`src/rtl/vlps_pkg.sv`:
```
package vlps_pkg;
  localparam int NTAP    = 5;   // line taps held in the store
  localparam int NPHASE  = 8;   // polyphase phases
  localparam int PH_W    = 3;   // phase index width
  localparam int CW      = 8;   // coefficient width
  localparam int PW      = 8;   // input sample width
  localparam int OW      = 10;  // output sample width
  localparam int FRAC_W  = 10;  // fractional line position width
  localparam int STEP_W  = FRAC_W + 1;
  localparam int BANK_W  = NTAP * NPHASE * CW;
  localparam int UNITY_B = 7;   // coefficients for unity gain sum to 2**UNITY_B
  localparam int SHIFT   = UNITY_B - (OW - PW);

  typedef enum logic [1:0] {
    ST_IDLE,
    ST_FILL,
    ST_EMIT
  } vlps_state_e;
endpackage

```
`src/rtl/vlps_line_store.sv`:
```
module vlps_line_store
  import vlps_pkg::*;
#(
  parameter int LINE_W = 16,
  localparam int XW = (LINE_W > 1) ? $clog2(LINE_W) : 1
) (
  input  logic                      clk,
  input  logic                      rst,
  input  logic                      wr_en,
  input  logic                      fill_all,
  input  logic [XW-1:0]             wr_col,
  input  logic [PW-1:0]             wr_data,
  input  logic                      rep_en,
  input  logic [XW-1:0]             rd_col,
  output logic [NTAP-1:0][PW-1:0]   rd_taps
);
  // slot 0 is the oldest line, slot NTAP-1 the newest
  logic [PW-1:0] mem [NTAP][LINE_W];

  always_ff @(posedge clk) begin
    for (int c = 0; c < LINE_W; c++) begin
      if (rep_en) begin
        for (int k = 0; k < NTAP-1; k++) mem[k][c] <= mem[k+1][c];
      end else if (wr_en && wr_col == XW'(c)) begin
        if (fill_all) begin
          for (int k = 0; k < NTAP; k++) mem[k][c] <= wr_data;
        end else begin
          for (int k = 0; k < NTAP-1; k++) mem[k][c] <= mem[k+1][c];
          mem[NTAP-1][c] <= wr_data;
        end
      end
    end
  end

  always_comb begin
    for (int k = 0; k < NTAP; k++) rd_taps[k] = mem[k][rd_col];
  end

  AST_PRIME_FILL: assert property (@(posedge clk) disable iff (rst)
    (wr_en && fill_all && wr_col == '0) |=>
      (mem[0][0] == $past(wr_data) && mem[2][0] == $past(wr_data) &&
       mem[NTAP-1][0] == $past(wr_data)));

  AST_REPEAT_DUP: assert property (@(posedge clk) disable iff (rst)
    rep_en |=> (mem[NTAP-1][0] == mem[NTAP-2][0]));
endmodule

```
`src/rtl/vlps_fir_column.sv`:
```
module vlps_fir_column
  import vlps_pkg::*;
(
  input  logic                     clk,
  input  logic                     rst,
  input  logic                     en,
  input  logic                     eol_in,
  input  logic                     five_tap,
  input  logic                     full_range,
  input  logic [PH_W-1:0]          phase,
  input  logic [BANK_W-1:0]        bank,
  input  logic [NTAP-1:0][PW-1:0]  taps,
  output logic                     out_valid,
  output logic [OW-1:0]            out_pix,
  output logic                     out_eol
);
  localparam int PRW = CW + PW + 2;
  localparam int ACW = PRW + $clog2(NTAP);
  localparam int SW  = ACW - SHIFT;
  localparam int CTR = NTAP / 2;

  // in three-tap mode the centre sits one slot newer
  logic [NTAP-1:0][PW-1:0] taps_up;
  assign taps_up = {PW'(0), taps[NTAP-1:1]};

  logic [CW-1:0]           cf_v;
  logic signed [CW:0]      cf_s;
  logic [PW-1:0]           px_v;
  logic signed [PRW-1:0]   prod_v;
  logic signed [ACW-1:0]   acc;

  always_comb begin
    acc    = '0;
    cf_v   = '0;
    cf_s   = '0;
    px_v   = '0;
    prod_v = '0;
    for (int k = 0; k < NTAP; k++) begin
      cf_v   = bank[(int'(phase) * NTAP + k) * CW +: CW];
      cf_s   = (k == CTR) ? $signed({1'b0, cf_v}) : $signed({cf_v[CW-1], cf_v});
      px_v   = five_tap ? taps[k] : taps_up[k];
      prod_v = cf_s * $signed({1'b0, px_v});
      if (five_tap || (k != 0 && k != NTAP-1)) acc = acc + ACW'(prod_v);
    end
  end

  logic signed [ACW-1:0] rnd;
  logic signed [SW-1:0]  shv;
  logic signed [SW-1:0]  lo_s, hi_s;
  logic [OW-1:0]         clipped;

  assign rnd  = acc + $signed(ACW'(1 << (SHIFT-1)));
  assign shv  = rnd[ACW-1:SHIFT];
  assign lo_s = full_range ? SW'(0) : SW'(64);
  assign hi_s = full_range ? SW'((1 << OW) - 1) : SW'(960);

  always_comb begin
    if (shv < lo_s)      clipped = lo_s[OW-1:0];
    else if (shv > hi_s) clipped = hi_s[OW-1:0];
    else                 clipped = shv[OW-1:0];
  end

  always_ff @(posedge clk) begin
    if (rst) begin
      out_valid <= 1'b0;
      out_eol   <= 1'b0;
      out_pix   <= '0;
    end else begin
      out_valid <= en;
      out_eol   <= en && eol_in;
      if (en) out_pix <= clipped;
    end
  end

  AST_OUT_RANGE: assert property (@(posedge clk) disable iff (rst)
    (out_valid && !$past(full_range)) |-> (out_pix >= OW'(64) && out_pix <= OW'(960)));
endmodule

```
`src/rtl/vlps_ctrl.sv`:
```
module vlps_ctrl
  import vlps_pkg::*;
#(
  parameter int LINE_W      = 16,
  parameter int OUT_LINES_W = 12,
  localparam int XW = (LINE_W > 1) ? $clog2(LINE_W) : 1
) (
  input  logic                   clk,
  input  logic                   rst,
  input  logic                   frame_start,
  input  logic                   in_valid,
  input  logic                   in_eof,
  input  logic                   five_tap,
  input  logic [STEP_W-1:0]      step,
  input  logic [OUT_LINES_W-1:0] out_lines,
  output logic                   in_ready,
  output logic                   wr_en,
  output logic                   fill_all,
  output logic                   rep_en,
  output logic [XW-1:0]          col_o,
  output logic                   emit,
  output logic                   emit_eol,
  output logic [PH_W-1:0]        phase
);
  vlps_state_e            st;
  logic [XW-1:0]          col;
  logic [FRAC_W-1:0]      frac;
  logic [1:0]             need;
  logic                   eof_seen, first;
  logic [OUT_LINES_W-1:0] done_cnt;
  logic                   col_last;
  logic [FRAC_W+1:0]      adv;

  assign col_last = (col == XW'(LINE_W - 1));
  assign adv      = {2'b00, frac} + {1'b0, step};
  assign in_ready = (st == ST_FILL) && (need != 2'd0) && !eof_seen;
  assign wr_en    = in_ready && in_valid;
  assign fill_all = first;
  assign rep_en   = (st == ST_FILL) && (need != 2'd0) && eof_seen;
  assign emit     = (st == ST_EMIT);
  assign emit_eol = emit && col_last;
  assign col_o    = col;
  assign phase    = frac[FRAC_W-1 -: PH_W];

  always_ff @(posedge clk) begin
    if (rst) begin
      st       <= ST_IDLE;
      col      <= '0;
      frac     <= '0;
      need     <= '0;
      eof_seen <= 1'b0;
      first    <= 1'b0;
      done_cnt <= '0;
    end else if (frame_start) begin
      st       <= ST_FILL;
      col      <= '0;
      frac     <= '0;
      need     <= five_tap ? 2'd3 : 2'd2;
      eof_seen <= 1'b0;
      first    <= 1'b1;
      done_cnt <= '0;
    end else begin
      case (st)
        ST_FILL: begin
          if (need == 2'd0) begin
            st  <= ST_EMIT;
            col <= '0;
          end else if (eof_seen) begin
            need <= need - 2'd1;
          end else if (in_valid) begin
            if (col_last) begin
              col   <= '0;
              need  <= need - 2'd1;
              first <= 1'b0;
              if (in_eof) eof_seen <= 1'b1;
            end else begin
              col <= col + XW'(1);
            end
          end
        end
        ST_EMIT: begin
          if (col_last) begin
            col      <= '0;
            done_cnt <= done_cnt + OUT_LINES_W'(1);
            if (done_cnt + OUT_LINES_W'(1) == out_lines) begin
              st <= ST_IDLE;
            end else begin
              st   <= ST_FILL;
              frac <= adv[FRAC_W-1:0];
              need <= adv[FRAC_W+1:FRAC_W];
            end
          end else begin
            col <= col + XW'(1);
          end
        end
        default: ;
      endcase
    end
  end
endmodule

```
`src/rtl/vline_polyphase_scaler.sv`:
```
module vline_polyphase_scaler
  import vlps_pkg::*;
#(
  parameter int LINE_W      = 16,
  parameter int OUT_LINES_W = 12
) (
  input  logic                   clk,
  input  logic                   rst,
  input  logic                   frame_start,
  input  logic                   in_valid,
  output logic                   in_ready,
  input  logic [PW-1:0]          in_pix,
  input  logic                   in_eof,
  input  logic                   cfg_five_tap,
  input  logic                   cfg_full_range,
  input  logic                   cfg_chroma,
  input  logic [STEP_W-1:0]      cfg_step,
  input  logic [OUT_LINES_W-1:0] cfg_out_lines,
  input  logic [BANK_W-1:0]      coef_luma,
  input  logic [BANK_W-1:0]      coef_chroma,
  output logic                   out_valid,
  output logic [OW-1:0]          out_pix,
  output logic                   out_eol
);
  localparam int XW = (LINE_W > 1) ? $clog2(LINE_W) : 1;

  logic                    wr_en, fill_all, rep_en, emit, emit_eol;
  logic [XW-1:0]           col;
  logic [PH_W-1:0]         phase;
  logic [NTAP-1:0][PW-1:0] taps;
  logic [BANK_W-1:0]       bank;

  assign bank = cfg_chroma ? coef_chroma : coef_luma;

  vlps_ctrl #(.LINE_W(LINE_W), .OUT_LINES_W(OUT_LINES_W)) ctrl_i (
    .clk(clk), .rst(rst), .frame_start(frame_start), .in_valid(in_valid),
    .in_eof(in_eof), .five_tap(cfg_five_tap), .step(cfg_step),
    .out_lines(cfg_out_lines), .in_ready(in_ready), .wr_en(wr_en),
    .fill_all(fill_all), .rep_en(rep_en), .col_o(col), .emit(emit),
    .emit_eol(emit_eol), .phase(phase)
  );

  vlps_line_store #(.LINE_W(LINE_W)) store_i (
    .clk(clk), .rst(rst), .wr_en(wr_en), .fill_all(fill_all), .wr_col(col),
    .wr_data(in_pix), .rep_en(rep_en), .rd_col(col), .rd_taps(taps)
  );

  vlps_fir_column fir_i (
    .clk(clk), .rst(rst), .en(emit), .eol_in(emit_eol),
    .five_tap(cfg_five_tap), .full_range(cfg_full_range), .phase(phase),
    .bank(bank), .taps(taps), .out_valid(out_valid), .out_pix(out_pix),
    .out_eol(out_eol)
  );

  AST_GAP_AFTER_LINE: assert property (@(posedge clk) disable iff (rst)
    out_eol |=> !out_valid);
endmodule

```
`config.mk`:
```
export PLATFORM = sky130hd
export DESIGN_NAME = vline_polyphase_scaler
export DESIGN_NICKNAME = d
export VERILOG_FILES = /design/src/rtl/vlps_pkg.sv /design/src/rtl/vlps_line_store.sv /design/src/rtl/vlps_fir_column.sv /design/src/rtl/vlps_ctrl.sv /design/src/rtl/vline_polyphase_scaler.sv
export SDC_FILE = /design/constraint.sdc
export NUM_CORES = 2
export LEC_CHECK = 0
export ABC_AREA = 1
export ABC_CLOCK_PERIOD_IN_PS = 36600
export BUFFER_PORTS_ARGS = -buffer_cell sky130_fd_sc_hd__buf_2
export CAP_MARGIN = 20
export CORE_ASPECT_RATIO = 1.25
export CORE_MARGIN = 4
export CORE_UTILIZATION = 25
export DETAILED_ROUTE_END_ITERATION = 12
export SLEW_MARGIN = 0
export SYNTH_ARGS = -nofsm -noshare
export SYNTH_HDL_FRONTEND = slang
export SYNTH_SLANG_ARGS = --single-unit
```
`constraint.sdc`:
```
create_clock -name clk -period 36.6 [get_ports clk]
set_input_delay 3.66 -clock clk [delete_from_list [all_inputs] [get_ports clk]]
set_output_delay 3.66 -clock clk [all_outputs]
set_load 0.02 [all_outputs]
```
==> results.py <==
metrics = {
    "cts": {
        "clk_path_buf_depth": 3,
        "hold_buffers": 0,
        "post_cts.repair.setup_buffers": 0,
        "clk_pin_slew_ns": 0.07,
        "cts_tree": "built",
        "htreeDepth": 2,
        "cts_resized": 0,
        "cts_sinks": 684,
        "clock_latency_ns": 0.69,
        "numCtsBuffers": 61,
        "root_buffer": "clkbuf_16",
    },
    "sta": {
        "finalHoldViolCount": 0,
        "final.min_clock_period_ns": 20.73,
        "finalSetupViolations": 0,
        "maxSlewViolCount": 0,
        "fin_setup_tns_ns": 0,
        "fin_crit_sh_pct": 56.6,
        "rsz0062_at_grt": "no",
        "tightestPinTransition_ns": 1.30,
        "fmax_ghz": 0.0482,
        "relSlewSlack_pct": 12.5,
        "clock_skew_ns": 0.0419,
    },
    "detailed_routing": {
        "via_per_inst": 5.14,
        "ant_nets": 0,
        "drt-total-wl_mm": 316,
        "drc": 0,
        "vias": 63500,
        "dr.pass1.iters": 6,
        "wire_per_inst_um": 25.6,
        "first_iter_violations": 7307,
    },
    "setup_path": {
        "path_class": "in2reg",
        "cp_common_cell": "fa_1",
        "critPathCaptureType": "flip-flop",
        "critPathMaxStageDelay_ns": 0.92,
        "r2r-start": "ctrl_i.col_o[0]$_SDFFE_PP0P_",
        "ff2ff_setup_slack_ns": 18.65,
        "worst-path-max-fanout": 82,
        "cp-startpoint": "cfg_chroma",
        "startpoint_type": "input port",
        "cp.required_ns": 37.12,
        "cp.arrival_ns": 21.24,
        "cp_slowest_cell": "buf_4",
    },
    "synth": {
        "synth_top_area_cell": "edfxtp_1",
        "ys_ff_latch": 684,
        "syn-num-nets": 9797,
        "yosysSeqAreaShare_pct": 32.4,
        "syn_area_mm2": 0.0621,
        "ys_types": 65,
        "synth_cells": 8568,
        "synth_ff_type": "edfxtp_1",
        "synth_area_leaders": "edfxtp_1 31%, nand2_1 14%, o21ai_0 9.3%",
        "syn_avg_cell_area_um2": 7.24,
        "synth-edff-count": 640,
        "async_flop_share_pct": 0,
        "yosys_warnings": 0,
        "synth_top_area_share_pct": 31.0,
    },
    "floorplanning": {
        "die_h_um": 565,
        "start_util_pct": 25.1,
        "die_w_um": 454,
        "coreArea_mm2": 0.247,
        "io_pins": 692,
        "die_area_mm2": 0.256,
        "placementRows": 204,
    },
    "run_status": {
        "status": "completed",
    },
    "min_path": {
        "hp-start": "ctrl_i.frac[5]$_SDFFE_PP0P_",
        "hold_class": "reg2reg",
    },
    "placed_design": {
        "place_inst": 12200,
        "gp_congestion": 1.05,
        "dpl-instance-area_mm2": 0.0688,
        "dpl.hpwl_mm": 244,
        "port_buffers": 691,
    },
    "finish": {
        "fin_nets": 10200,
        "instances_no_fill": 12400,
        "area_delta_synth_final_pct": 14.7,
        "post-route-cell-area_mm2": 0.0712,
        "fin_util_pct": 28.8,
        "drive_gt1_share_pct": 11.8,
    },
    "run": {
        "maxCapViolCount": 0,
    },
    "global_routing": {
        "grt_max_degree": 192,
        "grt_pass1_wl_mm": 440,
        "overflow": 0,
        "grt_pass1_vias": 59800,
        "antenna_found_initial": 85,
        "grt.total_usage_pct": 23.8,
    },
}
metrics by stage:
stage,setup slack (ns),hold WS (ns)
3_3_place_gp,15.22,0.454
2_1_floorplan,18.72,0.445
4_1_cts,16.02,0.471
5_1_grt,14.94,0.496
6_report,15.87,0.470
3_5_place_dp,15.34,0.459
cells in the mapped netlist (6+ instances only):
cell      count
a211oi_1     23
a21oi_1     522
a221oi_1      9
a22o_1       11
a31oi_1      33
a32o_1        7
and2_1        7
buf_1        57
buf_2        77
buf_4        19
buf_6         7
clkbuf_1    322
clkinv_1     21
dfxtp_1      44
edfxtp_1    640
fa_1        258
ha_1        292
inv_1      1003
inv_2        21
mux2i_1     137
nand2_1    2326
nand2_2       8
nand3_1     421
nand3_2       9
nand3b_1     12
nand4_1      52
nor2_1      720
nor2_2       15
nor3_1       27
nor4_1        6
o211ai_1     30
o21ai_0    1149
o21ai_1      52
o21bai_1      8
o221ai_1     33
o22ai_1      37
or2_2        27
xnor2_1      20
xor2_1       46
final timing paths:
| check | end | cells after the start |
|---|---|---|
| worst max-delay path | fir_i.out_pix[5]$_SDFFE_PP0P_ | 63 |
| worst min-delay path | ctrl_i.frac[5]$_SDFFE_PP0P_ | 2 |
| worst max register to register | fir_i.out_pix[5]$_SDFFE_PP0P_ | 59 |
| worst min register to register | ctrl_i.frac[5]$_SDFFE_PP0P_ | 2 |
cell usage in the layout (no fill, tap or decap), types with 12 or more instances in the layout:
cell type	Yosys	final
a211oi_1	23	22
a21oi_1	522	521
a31oi_1	33	32
buf_2	77	690
buf_4	19	134
bufinv_16	0	12
clkbuf_16	0	61
clkinv_1	21	29
dfxtp_1	44	40
diode_2	0	45
edfxtp_1	640	640
fa_1	258	258
ha_1	292	289
inv_1	1003	998
inv_2	21	22
mux2i_1	137	137
nand2_1	2326	2321
nand2_2	8	13
nand3_1	421	421
nand3b_1	12	12
nand4_1	52	52
nor2_1	720	715
nor2_2	15	19
nor3_1	27	27
o211ai_1	30	30
o21ai_0	1149	1140
o21ai_1	52	56
o221ai_1	33	33
o22ai_1	37	37
or2_2	27	27
xnor2_1	20	19
xor2_1	46	45
kinds of logic after synthesis:
kind of cell             count (synthesis)  share of synthesized area [%]
multiplexers                           137                           2.21
AND/OR/NAND/NOR                       3648                           23.8
AO/OA/AOI/OAI                         1951                           16.8
flip-flops                             684                           32.4
XOR/XNOR                                70                           1.04
buffers and inverters                 1528                           9.60
adder cells (fa/ha/maj)                550                           14.2
cell type report:
class / instances / area [um2]
fillers: 27400 / 176000
well taps: 3296 / 4120
clock buffers: 68 / 1550
clock inverters: 45 / 607
multi-input cells: 6356 / 36100
inverters: 1046 / 3950
repair buffers: 830 / 4560
flip-flops and latches: 684 / 20100
diodes: 45 / 113
layer usage:
layer	wire length (um)	global-route usage [%]
met5	283	0
met4	31300	19.4
met3	26000	5.70
met2	148000	39.7
met1	111000	25.7
flip-flops by register name, indices dropped and copies added (netlist names):
signal           count
ctrl_i.need          2
ctrl_i.col_o         4
ctrl_i.fill_all      1
fir_i.out_eol        1
ctrl_i.frac         10
ctrl_i.st            2
fir_i.out_valid      1
ctrl_i.eof_seen      1
store_i.mem        640
ctrl_i.done_cnt     12
fir_i.out_pix       10
worst max-delay path: cells and delay by family:
family	cells	cell delay (ns)
adder cells (fa/ha/maj)	20	9.36
XOR/XNOR	4	1.03
AO/OA/AOI/OAI	11	2.12
multiplexers	1	0.35
AND/OR/NAND/NOR	11	1.45
buffers and inverters	16	2.99
Power is not shown: default switching activity piles up to over one toggle a cycle in this logic, so the estimate is an artifact.
